<file path="config.mk">
export PLATFORM = sky130hd
export DESIGN_NAME = pwm_clkgen
export DESIGN_NICKNAME = d
export VERILOG_FILES = /design/src/rtl/pwm_clk_pkg.sv /design/src/rtl/pwm_pow2_prescaler.sv /design/src/rtl/pwm_even_scaler.sv /design/src/rtl/pwm_chan_select.sv /design/src/rtl/pwm_clkgen.sv
export SDC_FILE = /design/constraint.sdc
export NUM_CORES = 1
export LEC_CHECK = 0
export CAP_MARGIN = 40
export CORE_ASPECT_RATIO = 0.8
export CORE_MARGIN = 4
export CORE_UTILIZATION = 50
export CTS_BUF_LIST = sky130_fd_sc_hd__clkbuf_16
export DETAILED_ROUTE_END_ITERATION = 8
export HOLD_SLACK_MARGIN = 0.1
export PLACE_DENSITY_LB_ADDON = 0.15
export SYNTH_ARGS = -nofsm -noshare
export SYNTH_HDL_FRONTEND = slang
export SYNTH_SLANG_ARGS = --single-unit
</file>
<file path="constraint.sdc">
create_clock -name clk -period 6.4 [get_ports clk]
set_input_delay 0.96 -clock clk [delete_from_list [all_inputs] [get_ports clk]]
set_output_delay 0.96 -clock clk [all_outputs]
set_load 0.01 [all_outputs]
</file>
<file path="src/rtl/pwm_clk_pkg.sv">
package pwm_clk_pkg;
    localparam int unsigned CODE_W_DEF = 3;
    localparam int unsigned VAL_W_DEF  = 8;
    localparam int unsigned NCH_DEF    = 6;
    // bit set = channel on the B/SB pair
    localparam logic [NCH_DEF-1:0] PAIR_B_DEF = 6'b001100;
endpackage

</file>
<file path="src/rtl/pwm_pow2_prescaler.sv">
module pwm_pow2_prescaler #(
    parameter int unsigned CODE_W = pwm_clk_pkg::CODE_W_DEF
) (
    input  logic              clk,
    input  logic              rst_n,
    input  logic              run,
    input  logic [CODE_W-1:0] code_a,
    input  logic [CODE_W-1:0] code_b,
    output logic              tick_a,
    output logic              tick_b
);
    localparam int unsigned CNT_W = (1 << CODE_W) - 1;

    typedef struct packed {
        logic [CNT_W-1:0] cnt;
    } pre_state_t;

    pre_state_t st_d, st_q;
    logic [CNT_W:0] mask_a_d, mask_b_d;

    always_comb begin
        st_d = st_q;
        mask_a_d = ({{CNT_W{1'b0}}, 1'b1} << code_a) - 1'b1;
        mask_b_d = ({{CNT_W{1'b0}}, 1'b1} << code_b) - 1'b1;
        if (run) begin
            st_d.cnt = st_q.cnt + 1'b1;
        end
        tick_a = run && ((st_q.cnt & mask_a_d[CNT_W-1:0]) == mask_a_d[CNT_W-1:0]);
        tick_b = run && ((st_q.cnt & mask_b_d[CNT_W-1:0]) == mask_b_d[CNT_W-1:0]);
    end

    always_ff @(posedge clk or negedge rst_n) begin
        if (!rst_n) begin
            st_q <= '0;
        end else begin
            st_q <= st_d;
        end
    end

    // a stopped prescaler keeps its phase
    a_r6_hold_phase: assert property (@(posedge clk) disable iff (!rst_n)
        !run |=> $stable(st_q.cnt));
    // a running counter advances by one
    a_r1_advance: assert property (@(posedge clk) disable iff (!rst_n)
        run |=> (st_q.cnt == $past(st_q.cnt) + 1'b1));
endmodule

</file>
<file path="src/rtl/pwm_even_scaler.sv">
module pwm_even_scaler #(
    parameter int unsigned VAL_W = pwm_clk_pkg::VAL_W_DEF
) (
    input  logic             clk,
    input  logic             rst_n,
    input  logic             tick_in,
    input  logic [VAL_W-1:0] reload,
    output logic             tick_out
);
    localparam int unsigned CNT_W = VAL_W + 1;

    typedef struct packed {
        logic [CNT_W-1:0] cnt;
        logic [VAL_W-1:0] last;
    } scl_state_t;

    scl_state_t st_d, st_q;
    logic [CNT_W-1:0] n_eff_d, lim_d;
    logic             reload_hit_d;

    always_comb begin
        st_d = st_q;
        n_eff_d = (reload == '0) ? CNT_W'(1 << VAL_W) : CNT_W'(reload);
        lim_d = {n_eff_d[CNT_W-2:0], 1'b0} - 1'b1;
        reload_hit_d = (reload != st_q.last);
        st_d.last = reload;
        if (reload_hit_d) begin
            st_d.cnt = '0;
        end else if (tick_in) begin
            st_d.cnt = (st_q.cnt == lim_d) ? '0 : st_q.cnt + 1'b1;
        end
        tick_out = tick_in && !reload_hit_d && (st_q.cnt == lim_d);
    end

    always_ff @(posedge clk or negedge rst_n) begin
        if (!rst_n) begin
            st_q <= '0;
        end else begin
            st_q <= st_d;
        end
    end

    // a new reload value restarts the count
    a_r8_restart: assert property (@(posedge clk) disable iff (!rst_n)
        (reload != st_q.last) |=> (st_q.cnt == '0));
    // no source pulse, no count movement
    a_r3_idle_hold: assert property (@(posedge clk) disable iff (!rst_n)
        (!tick_in && (reload == st_q.last)) |=> $stable(st_q.cnt));
endmodule

</file>
<file path="src/rtl/pwm_chan_select.sv">
module pwm_chan_select #(
    parameter int unsigned         NCH    = pwm_clk_pkg::NCH_DEF,
    parameter logic [NCH-1:0]      PAIR_B = pwm_clk_pkg::PAIR_B_DEF
) (
    input  logic           tick_a,
    input  logic           tick_b,
    input  logic           tick_sa,
    input  logic           tick_sb,
    input  logic [NCH-1:0] sel,
    output logic [NCH-1:0] chan_tick
);
    for (genvar gi = 0; gi < NCH; gi++) begin : g_ch
        if (PAIR_B[gi]) begin : g_b
            assign chan_tick[gi] = sel[gi] ? tick_sb : tick_b;
        end else begin : g_a
            assign chan_tick[gi] = sel[gi] ? tick_sa : tick_a;
        end
    end
endmodule

</file>
<file path="src/rtl/pwm_clkgen.sv">
module pwm_clkgen (
    input  logic       clk,
    input  logic       rst_n,
    input  logic       freeze,
    input  logic       frz_gate_en,
    input  logic [5:0] chan_en,
    input  logic [2:0] pre_a_code,
    input  logic [2:0] pre_b_code,
    input  logic [7:0] scl_a_val,
    input  logic [7:0] scl_b_val,
    input  logic [5:0] chan_sel,
    output logic       tick_a,
    output logic       tick_b,
    output logic       tick_sa,
    output logic       tick_sb,
    output logic [5:0] chan_tick
);
    import pwm_clk_pkg::*;

    logic run_d;

    always_comb begin
        run_d = !(frz_gate_en && freeze) && (chan_en != '0);
    end

    pwm_pow2_prescaler #(.CODE_W(CODE_W_DEF)) i_pre (
        .clk    (clk),
        .rst_n  (rst_n),
        .run    (run_d),
        .code_a (pre_a_code),
        .code_b (pre_b_code),
        .tick_a (tick_a),
        .tick_b (tick_b)
    );

    pwm_even_scaler #(.VAL_W(VAL_W_DEF)) i_scl_a (
        .clk      (clk),
        .rst_n    (rst_n),
        .tick_in  (tick_a),
        .reload   (scl_a_val),
        .tick_out (tick_sa)
    );

    pwm_even_scaler #(.VAL_W(VAL_W_DEF)) i_scl_b (
        .clk      (clk),
        .rst_n    (rst_n),
        .tick_in  (tick_b),
        .reload   (scl_b_val),
        .tick_out (tick_sb)
    );

    pwm_chan_select #(.NCH(NCH_DEF), .PAIR_B(PAIR_B_DEF)) i_sel (
        .tick_a    (tick_a),
        .tick_b    (tick_b),
        .tick_sa   (tick_sa),
        .tick_sb   (tick_sb),
        .sel       (chan_sel),
        .chan_tick (chan_tick)
    );

    a_r6_frozen_quiet: assert property (@(posedge clk) disable iff (!rst_n)
        (frz_gate_en && freeze) |-> (chan_tick == '0 && !tick_sa && !tick_sb));
    a_r7_idle_quiet: assert property (@(posedge clk) disable iff (!rst_n)
        (chan_en == '0) |-> (chan_tick == '0 && !tick_a && !tick_b));
    a_r4_sa_in_a: assert property (@(posedge clk) disable iff (!rst_n)
        tick_sa |-> tick_a);
    a_r4_sb_in_b: assert property (@(posedge clk) disable iff (!rst_n)
        tick_sb |-> tick_b);
    a_r5_ch2_pair: assert property (@(posedge clk) disable iff (!rst_n)
        chan_tick[2] |-> (tick_b || tick_sb));
endmodule

</file>
* Yosys cells after proc, flatten, opt, wreduce, memory -nomap -nowiden *
Index checks and enable logic that the tools add are counted.

cells by class
  reduce and logical (&&, ||, !) cells = 16
  shift-type cells = 2
  order comparisons = 0
  multiplexer cells = 14
  equal/unequal tests = 6
  multiply operators = 0
  div/mod/pow operators = 0
  $add $sub $neg = 7
  bitwise logic cells = 2

operator list
  kind                                                                count
  9-bit 2-to-1 mux                                                    6
  9-bit by 1-bit adder with 9-bit output, second input constant       2
  9-bit == test                                                       2
  9-bit by 1-bit subtractor with 9-bit output, second input constant  2
  8-bit logical NOT                                                   2
  8-bit 2-to-1 mux                                                    2
  8-bit != test                                                       2
  7-bit AND                                                           2
  7-bit == test                                                       2
  1-bit by 3-bit << shifter with 7-bit output, first input constant   2
  7-bit by 1-bit subtractor with 7-bit output, second input constant  2
  1-bit logical AND                                                   8
  7-bit by 1-bit adder with 7-bit output, second input constant       1
  1-bit 2-to-1 mux                                                    6
  6-bit nonzero test                                                  1
  2-bit nonzero test                                                  2
  1-bit logical NOT                                                   3

word-level totals
  memory bits (read-only) = 0
  bits in latches = 0
  RAM bits = 0
  memories = 0
  flip-flop bits (word level) = 41

* Logic depth before layout (Yosys ltp) *
  depth after elaboration = 8
  mapped depth = 10

* Cells and area by module *
A second synthesis with hierarchy kept.

unflattened totals
  cell total of the unflattened synthesis = 272
  area, all modules = 2751.4 um2

by module, submodules not included
  module                     cells each  sequential area each (um2)  instances  area each (um2)
  pwm_even_scaler (i_scl_b)  116         425.4                       1          1151.1
  pwm_even_scaler (i_scl_a)  106         425.4                       1          1121.1
  pwm_pow2_prescaler         41          175.2                       1          394.1
  pwm_chan_select            6           0.0                         1          67.6
  pwm_clkgen                 3           0.0                         1          17.5

* Least setup slack after synthesis *
Ideal clock, no wire load.

  path kind = input to output
  start = input port scl_b_val[3]
  end = output port chan_tick[2]
  data arrival time = 2525 ps
  stages on the path = 8
  path slack = 2915 ps
  cells stage by stage = buf_2 nor4_4 a21oi_1 xnor2_1 nor3_1 o2111ai_2 or2_2 a21oi_1

between the ends
  word-level cells in the longest chain between the ends = 6
  elaborated cells on any way between the ends = 9
  classes of those cells = 1 x add/sub; 2 x eq/ne; 2 x mux; 4 x reduce/logical

ends and longest elaborated chain
  item                                         line                   text
  from (decl)                                  pwm_clkgen.sv:10       input logic [7:0] scl_b_val,
  8-bit logical NOT                            pwm_even_scaler.sv:23  n_eff_d = (reload == '0) ? CNT_W'(1 << VAL_W) : CNT_W'(reload);
  8-bit 2-to-1 mux                             pwm_even_scaler.sv:23
  9-bit by 1-bit subtractor with 9-bit output  pwm_even_scaler.sv:24  lim_d = {n_eff_d[CNT_W-2:0], 1'b0} - 1'b1;
  9-bit == test                                pwm_even_scaler.sv:32  tick_out = tick_in && !reload_hit_d && (st_q.cnt == lim_d);
  1-bit logical AND *                          pwm_even_scaler.sv:32
  1-bit 2-to-1 mux *                           pwm_chan_select.sv:14  assign chan_tick[gi] = sel[gi] ? tick_sb : tick_b;
  to (decl)                                    pwm_clkgen.sv:16       output logic [5:0] chan_tick

Mark *: on every way between the ends. The rest lies on a longest branch, timed or not.

* Worst setup path in the final report *
  start = input port scl_b_val[0]
  end = output port chan_tick[3]

The elaborated chain is that of the path after synthesis.

==> out/results.ini <==
[status]
outcome = completed

[synth]
synthCells = 307
yosysTopAreaCell = dfrtp_1
synthesis.area_um2 = 2700
synthFlopType = dfrtp_1
yosysWarnings = 0
synth_top_cells_by_area = dfrtp_1 (38%), xor2_1 (11%), nand2_1 (4.9%), nand3_1 (3.9%), a21oi_1 (3.5%)
synth_edf_count = 0
synth.avg_cell_area_um2 = 8.80
synth_seq_cells = 41
synth_nets = 352
ys_seq_area_share_pct = 38.0
synth_top_area_share_pct = 38.0
async_reset_ff_share_pct = 100
synth_cell_types = 45

[critical_path]
cp-start-kind = input pin
endpoint_kind = primary output
endpoint = chan_tick[3]
r2r_start = i_pre.st_q[2]
crit_buf_inv = 3
slowest_stage = clkdlybuf4s50_1
max_stage_delay_ns = 0.58
worstSetupPathDepth = 11
worstSetupPathType = input pin to primary output
crit_fanout = 13
worst-endpoint-arrival_ns = 4.01
reg2reg_slack_ns = 4.22
r2r_end = i_scl_b.st_q[13]
cp.required_ns = 5.44
worstRegToRegCells = 6
crit_path_start = scl_b_val[0]
cp_top_family = buffers and inverters
worstPathCellList = clkdlybuf4s50_1, inv_1, ha_1, nor3b_1, a21oi_1, xnor2_1, nor3_1, o2111ai_2, or2_2, a21oi_1, clkdlybuf4s50_1

[clocking]
cts_sinks = 41
htree_levels = 2
clk_latency_ns = 0.28
numCtsBuffers = 5
cts_setup_buffers = 0
hold_buffers = 0
path_clk_slew_ns = 0.05
root_buffer = clkbuf_16
clk_path_buf_depth = 2
cts_resized = 0
cts_tree = done

[power_and_ir_drop]
switching_power_uw = 218
p_clk_share_pct = 31.6
pwr-share-comb_pct = 25.0
sw_frac_of_total_pct = 29.5
cellPowerDensity_nw_per_um2 = 222
internal_power_uw = 520
ir_drop_mv = 0.201
p_leak_uw = 0.00131
power_frac_seq_pct = 43.3

[placed_design]
place_hpwl_mm = 4.40
routabilityCongestion = 0.852
place_ws_ns = 1.45
portBuffers = 47

[finish]
antenna_cells = 0
nets = 397
layout-drive-gt1-share_pct = 6.84
syn_to_final_growth_pct = 23.1

[global_route]
grt_pass1_wl_mm = 9.75
grt_usage_pct = 18.3
use_met3_pct = 5.02
grt_pass1_vias = 2052
grt_max_degree = 23
gr-total-overflow = 0
grt.met1_usage_pct = 26.2
antenna_found_initial = 0
use_met2_pct = 26.5
grt.busiest_layer = met2

[sta]
worst_pin_slew_ns = 0.712
fin_setup_tns_ns = 0
fin_crit_sh_pct = 77.7
fin_crit_ns = 4.97
finalSetupViolations = 0
rsz0062_at_grt = no
slew_headroom_pct = 52.4
worst_slack_ns = 1.43
drv_slew = 0
fin_skew_ns = 0.00558
hold_viol = 0
fmax_ghz = 0.201

[die]
start_util_pct = 52.8
die_w_um = 90.2
die_area_um2 = 6650
rows = 23
die_h_um = 73.8
core_area_um2 = 5120
ios = 48

[drt]
firstDrtPassIters = 5
ant_nets = 0
wl_per_cell_um = 13.8
drc = 0
drt_iter0_drc = 92
wirelength_mm = 5.70
vias_per_cell = 5.52
vias = 2281

[hold_path]
hold_path_class = flip-flop to flip-flop

[job]
drv_cap = 0

-- through the flow --
step	hold slack (ns)	utilization, %	power [µW]	instances	area [µm²]
floorplan	0.450	-	440	307	2700
global route	0.537	65.0	781	413	3330
CTS	0.502	65.0	745	413	3330
global placement	0.480	61.9	505	406	3170
detailed placement	0.487	62.4	511	407	3200
finish	0.495	65.0	738	413	3330
-- worst register-to-register path, delay by kind of cell, from the launching register on --
family,cells,cell delay (ns)
AOI/OAI and AO/OA,3,0.55
DFF,1,0.43
and+or+nand+nor,3,1.12
-- cell usage in the layout, fill, tap and decap left out, types with 6 or more instances in the layout --
cell type | netlist | final
a21oi_1 | 19 | 19
a31oi_1 | 8 | 8
clkdlybuf4s50_1 | 0 | 46
dfrtp_1 | 41 | 41
ha_1 | 7 | 7
inv_1 | 6 | 6
nand2_1 | 35 | 35
nand3_1 | 21 | 21
nor2_1 | 23 | 23
nor2b_1 | 11 | 11
nor3_1 | 18 | 18
nor4_1 | 8 | 8
o21ai_0 | 9 | 9
xnor2_1 | 10 | 10
xor2_1 | 34 | 34
-- power groups by stage --
stage | combinational (µW) | clock, µW | sequential [µW]
2_1_floorplan | 124 | 0 | 316
4_1_cts | 187 | 238 | 320
6_report | 185 | 233 | 320
5_1_grt | 208 | 247 | 326
3_5_place_dp | 187 | 0 | 324
3_3_place_gp | 181 | 0 | 324
-- sequential cells by signal (all words and copies together) (netlist names) --
signal	flops
i_scl_a.st_q	17
i_pre.st_q	7
i_scl_b.st_q	17
-- synth_stat cells, types with 2 or more instances --
library cell,number
a31oi_1,8
buf_2,3
ha_1,7
o31ai_1,3
a21oi_2,4
xnor2_1,10
o21ai_0,9
and2_1,2
nor2_1,23
buf_4,2
nor3b_1,5
a21oi_1,19
inv_1,6
buf_6,4
nor4_1,8
nor3_1,18
nand2b_1,5
xor2_1,34
or2_2,3
nor2b_1,11
nand3_1,21
o21ai_1,2
o22ai_1,2
clkbuf_1,2
nand2_1,35
dfrtp_1,41
a21boi_0,2
-- cell type report --
cell class	instances	area (µm²)
fillers	431	1790
multi-input cells	249	1570
flip-flops and latches	41	1030
repair buffers	49	500
clock buffers	5	125
well taps	62	77.6
inverters	6	22.5
clock inverters	1	5.00
-- cells by family (layout without fill, tap and decap cells) --
kind of cell,count (synthesis),in the layout,synth area share (%)
muxes,2,2,0.787
adders and majority gates,7,7,3.24
AOI/OAI and AO/OA,56,56,13.1
DFF,41,41,38.0
and+or+nand+nor,140,140,26.8
xor gates and xnor gates,44,44,14.3
buffers and inverters,17,61,3.89
-- worst min path at each step --
stage | from | to | slack, ns | cells after the start
floorplan | i_pre.st_q[6] | i_pre.st_q[6] | 0.45 | 1
global placement | i_pre.st_q[6] | i_pre.st_q[6] | 0.48 | 1
detailed placement | i_pre.st_q[6] | i_pre.st_q[6] | 0.49 | 1
CTS | i_pre.st_q[3] | i_pre.st_q[3] | 0.50 | 1
global route | i_pre.st_q[6] | i_pre.st_q[6] | 0.54 | 1
finish | i_pre.st_q[3] | i_pre.st_q[3] | 0.49 | 1
-- layer usage --
metal | part of all wire (%) | vias to the layer above
li1 | - | 1160
met1 | 50 | 1064
met2 | 43 | 51
met3 | 5.9 | 6
met4 | 1.5 | 0
met5 | 0 | -
(Power assumes the default switching activity.)
